## src/rtl/btt_pkg.sv

```systemverilog
package btt_pkg;
   localparam int BTT_DEF_CNT_W    = 32;
   localparam int BTT_DEF_SYNC_LAT = 2;
   localparam int BTT_MAX_CNT_W    = 64;
endpackage

```

## src/rtl/btt_run_sync.sv

```systemverilog
module btt_run_sync #(
   parameter int SYNC_LAT = btt_pkg::BTT_DEF_SYNC_LAT
) (
   input  logic clk,
   input  logic rst_n,
   input  logic tick,
   input  logic req,
   output logic running
);
   if (SYNC_LAT < 1) begin : g_bad_lat
      $error("btt_run_sync: SYNC_LAT must be at least 1");
   end

   if (SYNC_LAT == 1) begin : g_single
      logic run_q;
      always_ff @(posedge clk) begin
         if (!rst_n)     run_q <= 1'b0;
         else if (tick)  run_q <= req;
      end
      assign running = run_q;
   end else begin : g_chain
      logic [SYNC_LAT-1:0] stage_q;
      always_ff @(posedge clk) begin
         if (!rst_n)    stage_q <= '0;
         else if (tick) stage_q <= {stage_q[SYNC_LAT-2:0], req};
      end
      assign running = stage_q[SYNC_LAT-1];
   end


   run_tick_chk: assert property (@(posedge clk) disable iff (!rst_n)
      !tick |=> $stable(running));
endmodule

```

## src/rtl/btt_count_core.sv

```systemverilog
module btt_count_core #(
   parameter int CNT_W = btt_pkg::BTT_DEF_CNT_W,
   localparam int SEL_W = $clog2(CNT_W)
) (
   input  logic             clk,
   input  logic             rst_n,
   input  logic             tick,
   input  logic             running,
   input  logic             sel_wr,
   input  logic [SEL_W-1:0] sel_wdata,
   output logic [CNT_W-1:0] count,
   output logic [SEL_W-1:0] sel,
   output logic             step
);
   if (CNT_W < 2 || CNT_W > btt_pkg::BTT_MAX_CNT_W) begin : g_bad_w
      $error("btt_count_core: CNT_W out of range");
   end

   logic [CNT_W-1:0] count_q;
   logic [SEL_W-1:0] sel_q;

   assign step = running & tick;

   always_ff @(posedge clk) begin
      if (!rst_n)    count_q <= '0;
      else if (step) count_q <= count_q + 1'b1;
   end

   always_ff @(posedge clk) begin
      if (!rst_n)                 sel_q <= '0;
      else if (sel_wr && !running) sel_q <= sel_wdata;
   end

   assign count = count_q;
   assign sel   = sel_q;


   hold_idle_chk: assert property (@(posedge clk) disable iff (!rst_n)
      !step |=> $stable(count_q));

   wrap_zero_chk: assert property (@(posedge clk) disable iff (!rst_n)
      (step && (&count_q)) |=> (count_q == '0));

   sel_lock_chk: assert property (@(posedge clk) disable iff (!rst_n)
      running |=> $stable(sel_q));
endmodule

```

## src/rtl/btt_irq_flag.sv

```systemverilog
module btt_irq_flag #(
   parameter int CNT_W = btt_pkg::BTT_DEF_CNT_W,
   localparam int SEL_W = $clog2(CNT_W)
) (
   input  logic             clk,
   input  logic             rst_n,
   input  logic             step,
   input  logic [CNT_W-1:0] count,
   input  logic [SEL_W-1:0] sel,
   input  logic             clr,
   output logic             irq
);
   logic [CNT_W-1:0] count_nxt;
   logic             bit_rise;
   logic             irq_q;

   assign count_nxt = count + 1'b1;
   assign bit_rise  = step & count_nxt[sel] & ~count[sel];

   always_ff @(posedge clk) begin
      if (!rst_n)        irq_q <= 1'b0;
      else if (bit_rise) irq_q <= 1'b1;
      else if (clr)      irq_q <= 1'b0;
   end

   assign irq = irq_q;


   irq_sticky_chk: assert property (@(posedge clk) disable iff (!rst_n)
      (irq_q && !clr) |=> irq_q);

   irq_cause_chk: assert property (@(posedge clk) disable iff (!rst_n)
      $rose(irq_q) |-> $past(step));
endmodule

```

## src/rtl/bit_toggle_timer.sv

```systemverilog
module bit_toggle_timer #(
   parameter int CNT_W    = btt_pkg::BTT_DEF_CNT_W,
   parameter int SYNC_LAT = btt_pkg::BTT_DEF_SYNC_LAT,
   localparam int SEL_W   = $clog2(CNT_W)
) (
   input  logic             clk,
   input  logic             rst_n,
   input  logic             lf_tick,
   input  logic             run_req,
   output logic             run_status,
   input  logic             sel_wr,
   input  logic [SEL_W-1:0] sel_wdata,
   output logic [SEL_W-1:0] sel_rdata,
   output logic [CNT_W-1:0] count_rdata,
   input  logic             irq_clr,
   output logic             irq
);
   logic running;
   logic step;

   btt_run_sync #(.SYNC_LAT(SYNC_LAT)) u_sync (
      .clk(clk), .rst_n(rst_n), .tick(lf_tick), .req(run_req), .running(running)
   );

   btt_count_core #(.CNT_W(CNT_W)) u_core (
      .clk(clk), .rst_n(rst_n), .tick(lf_tick), .running(running),
      .sel_wr(sel_wr), .sel_wdata(sel_wdata),
      .count(count_rdata), .sel(sel_rdata), .step(step)
   );

   btt_irq_flag #(.CNT_W(CNT_W)) u_irq (
      .clk(clk), .rst_n(rst_n), .step(step), .count(count_rdata),
      .sel(sel_rdata), .clr(irq_clr), .irq(irq)
   );

   assign run_status = running;


   run_follow_chk: assert property (@(posedge clk) disable iff (!rst_n)
      (running && run_req) |=> running);
endmodule

```

## config.mk

```make
export PLATFORM = sky130hd
export DESIGN_NAME = bit_toggle_timer
export DESIGN_NICKNAME = d
export VERILOG_FILES = /design/src/rtl/btt_pkg.sv /design/src/rtl/btt_run_sync.sv /design/src/rtl/btt_count_core.sv /design/src/rtl/btt_irq_flag.sv /design/src/rtl/bit_toggle_timer.sv
export SDC_FILE = /design/constraint.sdc
export NUM_CORES = 1
export LEC_CHECK = 0
export ABC_CLOCK_PERIOD_IN_PS = 5000
export BUFFER_PORTS_ARGS = -buffer_cell sky130_fd_sc_hd__buf_2
export CORE_AREA = 4 4 75 77
export CTS_CLUSTER_SIZE = 10
export DETAILED_ROUTE_END_ITERATION = 8
export DIE_AREA = 0 0 79 81
export PLACE_DENSITY = 0.95
export SLEW_MARGIN = 20
export SYNTH_ARGS = -nofsm -noshare
export SYNTH_HDL_FRONTEND = slang
export SYNTH_SLANG_ARGS = --single-unit
```

## constraint.sdc

```tcl
create_clock -name clk -period 5 [get_ports clk]
set_input_delay 1 -clock clk [delete_from_list [all_inputs] [get_ports clk]]
set_output_delay 1 -clock clk [all_outputs]
set_load 0.03 [all_outputs]
```

==> out/summary.txt <==
cts-stage hold buffer count -> 0
DRT iter0 DRCs -> 263
total core area -> 5010 sq um
GR Util All Layers -> 24.6%
hold slack final -> 532 ps
DRC Markers -> 0
vias in the first global route -> 2717
GP Congestion -> 0.937
CTS tree -> yes
worst setup path class -> flip-flop to flip-flop
clk_lat worst skew -> 300 ps
Setup crit start -> u_core.count[0]
row count -> 26
CTS sink count -> 40
clk slew on worst S/H paths -> 90 ps
io pins -> 50
DRT met1 WL -> 3240 um
Initial Util -> 59.3%
post-route minimum period -> 2840 ps
Lkg Pwr -> 1.24 nW
RSZ-0062 raised after global routing -> no
n_diodes -> 0
Most used DFF post-synth -> dfxtp_1
grt ovf -> 0
via count -> 2921
Max-Cap Viols -> 0
Fin. Hold Viols -> 0
sequential area share after synthesis -> 27.0%
Post-Synth XOR/XNOR Area -> 12.1%
clk_skew -> 10.4 ps
CP startpoint kind -> flip-flop
Compound-Gate Fraction of Synth Area -> 13.7%
post-CTS repair timing setup buffer count -> 0
routed wl met3 -> 544 um
Synth cell types -> 53
TNS Setup -> 0 ps
DR WL met2 -> 3700 um
post-route antenna net violation count -> 0
Port Buffers -> 49
initial antenna violation count -> 0
Max Slew Vio Count -> 0
worst slew pin tran -> 1020 ps
Synth Area in Adders -> 0.421%
first-pass GRT wire length -> 12700 um
share of cells above drive strength 1 -> 19.0%
Reg-to-Reg Start -> u_core.count[0]
root buf cell -> clkbuf_8
run status -> finished, final reports clean
simple-gate share of the synthesized area -> 32.5%
CP arrival -> 3020 ps
EDFF count, synth -> 0
CP Data Required Time -> 5180 ps
final WL -> 7630 um
mapped cell area -> 2970 sq um
Worst IR Drop VDD -> 0.000108 V
H-Tree Depth -> 2
synthesis-to-layout area growth -> 10.8%
post-synthesis mux area share -> 8.89%
HP Start -> u_sync.g_chain.stage_q[0]
Yosys Warn Count -> 0
TritonCTS buffer count -> 5
DIE AREA -> 6400 sq um
Final Setup Violations -> 0
Filler cells -> 438
kind of end point of the critical path -> flip-flop
post-route clock period utilization -> 56.8%
Hold Crit Class -> flip-flop to flip-flop
post-DR wirelength/cell -> 16.4 um
Slew headroom -> 32.1%
post-synthesis register bit count -> 40
main combinational cell family by area after synthesis -> simple AND/OR/NAND/NOR gates
drt via density -> 6.28
fin nets -> 406
Post-synth ARST share -> 0%
max layer used -> met4
DIE WIDTH -> 79 um
largest net degree at the start of global routing -> 43
Power Dens Cells -> 199 nW/um^2
Die Ht -> 81 um
clk buf depth -> 2
PostCTS Resize Cnt -> 0
syn_area_per_cell -> 8.09 sq um
Crit Path Max Fanout -> 9
number of cells produced by synthesis -> 367
Max Clk Rate -> 352 MHz
DRT Pass-1 Iters -> 5
Post-Syn Nets -> 379
hpwl dp -> 5450 um
-- flip-flops by register name, summed over array words and instances (netlist names) --
name / flops
u_core.count: 32
u_core.sel: 5
u_irq.irq: 1
u_sync.g_chain.stage_q: 2
-- metrics by stage --
| stage | util (%) | instances | setup WS [ps] | cell area [sq um] | power [mW] |
|---|---|---|---|---|---|
| 4_1_cts | 65.7 | 465 | 2170 | 3290 | 0.660 |
| 6_report | 65.7 | 465 | 2160 | 3290 | 0.655 |
| 3_5_place_dp | 63.4 | 457 | 2180 | 3180 | 0.392 |
| 2_1_floorplan | - | 367 | 2190 | 2970 | 0.376 |
| 5_1_grt | 65.7 | 465 | 1930 | 3290 | 0.678 |
| 3_3_place_gp | 63.4 | 457 | 2280 | 3180 | 0.391 |
-- where the power goes --
| part | switching (mW) | leakage (nW) | internal (mW) |
|---|---|---|---|
| registers | 0.0135 | 0.323 | 0.322 |
| logic | 0.0284 | 0.861 | 0.0220 |
| clock network | 0.122 | 0.0541 | 0.148 |
| total | 0.163 | 1.24 | 0.492 |
-- critical path, cell delays in order (launching register included) --
cell       delay [ps]
dfxtp_1           460
ha_1              250
nand3_1           270
or4_4             580
nor4_2            450
a211o_1           190
o2bb2ai_1          70
nor4_1            340
o31ai_2           120
-- logic make-up (layout without fill, tap and decap cells) --
| group | count (synthesis) | count (layout) |
|---|---|---|
| buffers and inverters | 38 | 66 |
| AOI/OAI and AO/OA | 59 | 59 |
| adders and majority gates | 1 | 1 |
| and+or+nand+nor | 171 | 171 |
| DFF | 40 | 40 |
| xor gates and xnor gates | 41 | 41 |
| muxes | 17 | 17 |
-- final timing paths --
check / end / slack, ps / cells past startpoint
worst max register to register: u_irq.irq / 2160 / 8
worst max-delay path: u_irq.irq / 2160 / 8
worst min-delay path: u_sync.g_chain.stage_q[1] / 530 / 2
worst min register to register: u_sync.g_chain.stage_q[1] / 530 / 2
-- final cells by class --
| class | instances | area, sq um | share of cell area (%) |
|---|---|---|---|
| sequential | 40 | 801 | 24.3 |
| timing repair buffer | 50 | 253 | 7.68 |
| clock inverter | 3 | 42.5 | 1.29 |
| multi-input combinational | 289 | 2010 | 61.0 |
| inverter | 8 | 30.0 | 0.913 |
| clock buffer | 5 | 68.8 | 2.09 |
| tap | 70 | 87.6 | 2.66 |
-- synth_stat cells, types with 3 or more instances --
master | instances | share of area, %
a211oi_1 | 6 | 1.5
a21boi_0 | 10 | 2.5
a21oi_1 | 8 | 1.3
and2_1 | 22 | 4.6
and3_1 | 4 | 0.84
and4_1 | 4 | 1.2
buf_2 | 9 | 1.5
clkbuf_1 | 18 | 2.3
dfxtp_1 | 40 | 27
inv_1 | 8 | 1.0
mux2i_1 | 8 | 2.7
mux4_2 | 6 | 4.6
nand2_1 | 40 | 5.1
nand3_1 | 15 | 2.5
nand3b_1 | 3 | 0.76
nand4_1 | 9 | 1.9
nor2_1 | 16 | 2.0
nor2b_1 | 13 | 2.7
nor3_1 | 13 | 2.2
nor4_1 | 8 | 1.7
o21ai_0 | 15 | 2.5
or3_1 | 13 | 2.7
xnor2_1 | 24 | 7.1
xor2_1 | 17 | 5.0
-- placed cells by master (no fill, tap or decap), types with 3 or more instances in the layout --
cell type	instances
buf_2	49
nand2_1	40
dfxtp_1	40
xnor2_1	24
and2_1	22
xor2_1	17
nor2_1	16
nand3_1	15
o21ai_0	15
or3_1	13
nor3_1	13
nor2b_1	13
a21boi_0	10
nand4_1	9
inv_1	8
nor4_1	8
mux2i_1	8
a21oi_1	8
a211oi_1	6
mux4_2	6
clkbuf_8	5
and3_1	4
and4_1	4
nand3b_1	3
-- per-layer routing --
metal	vias to the layer above	track usage [%]
met1	1406	31.0
met5	-	0
li1	1362	-
met2	137	41.8
met4	0	9.11
met3	16	4.88
No activity file was read; power rests on OpenSTA's default activity.
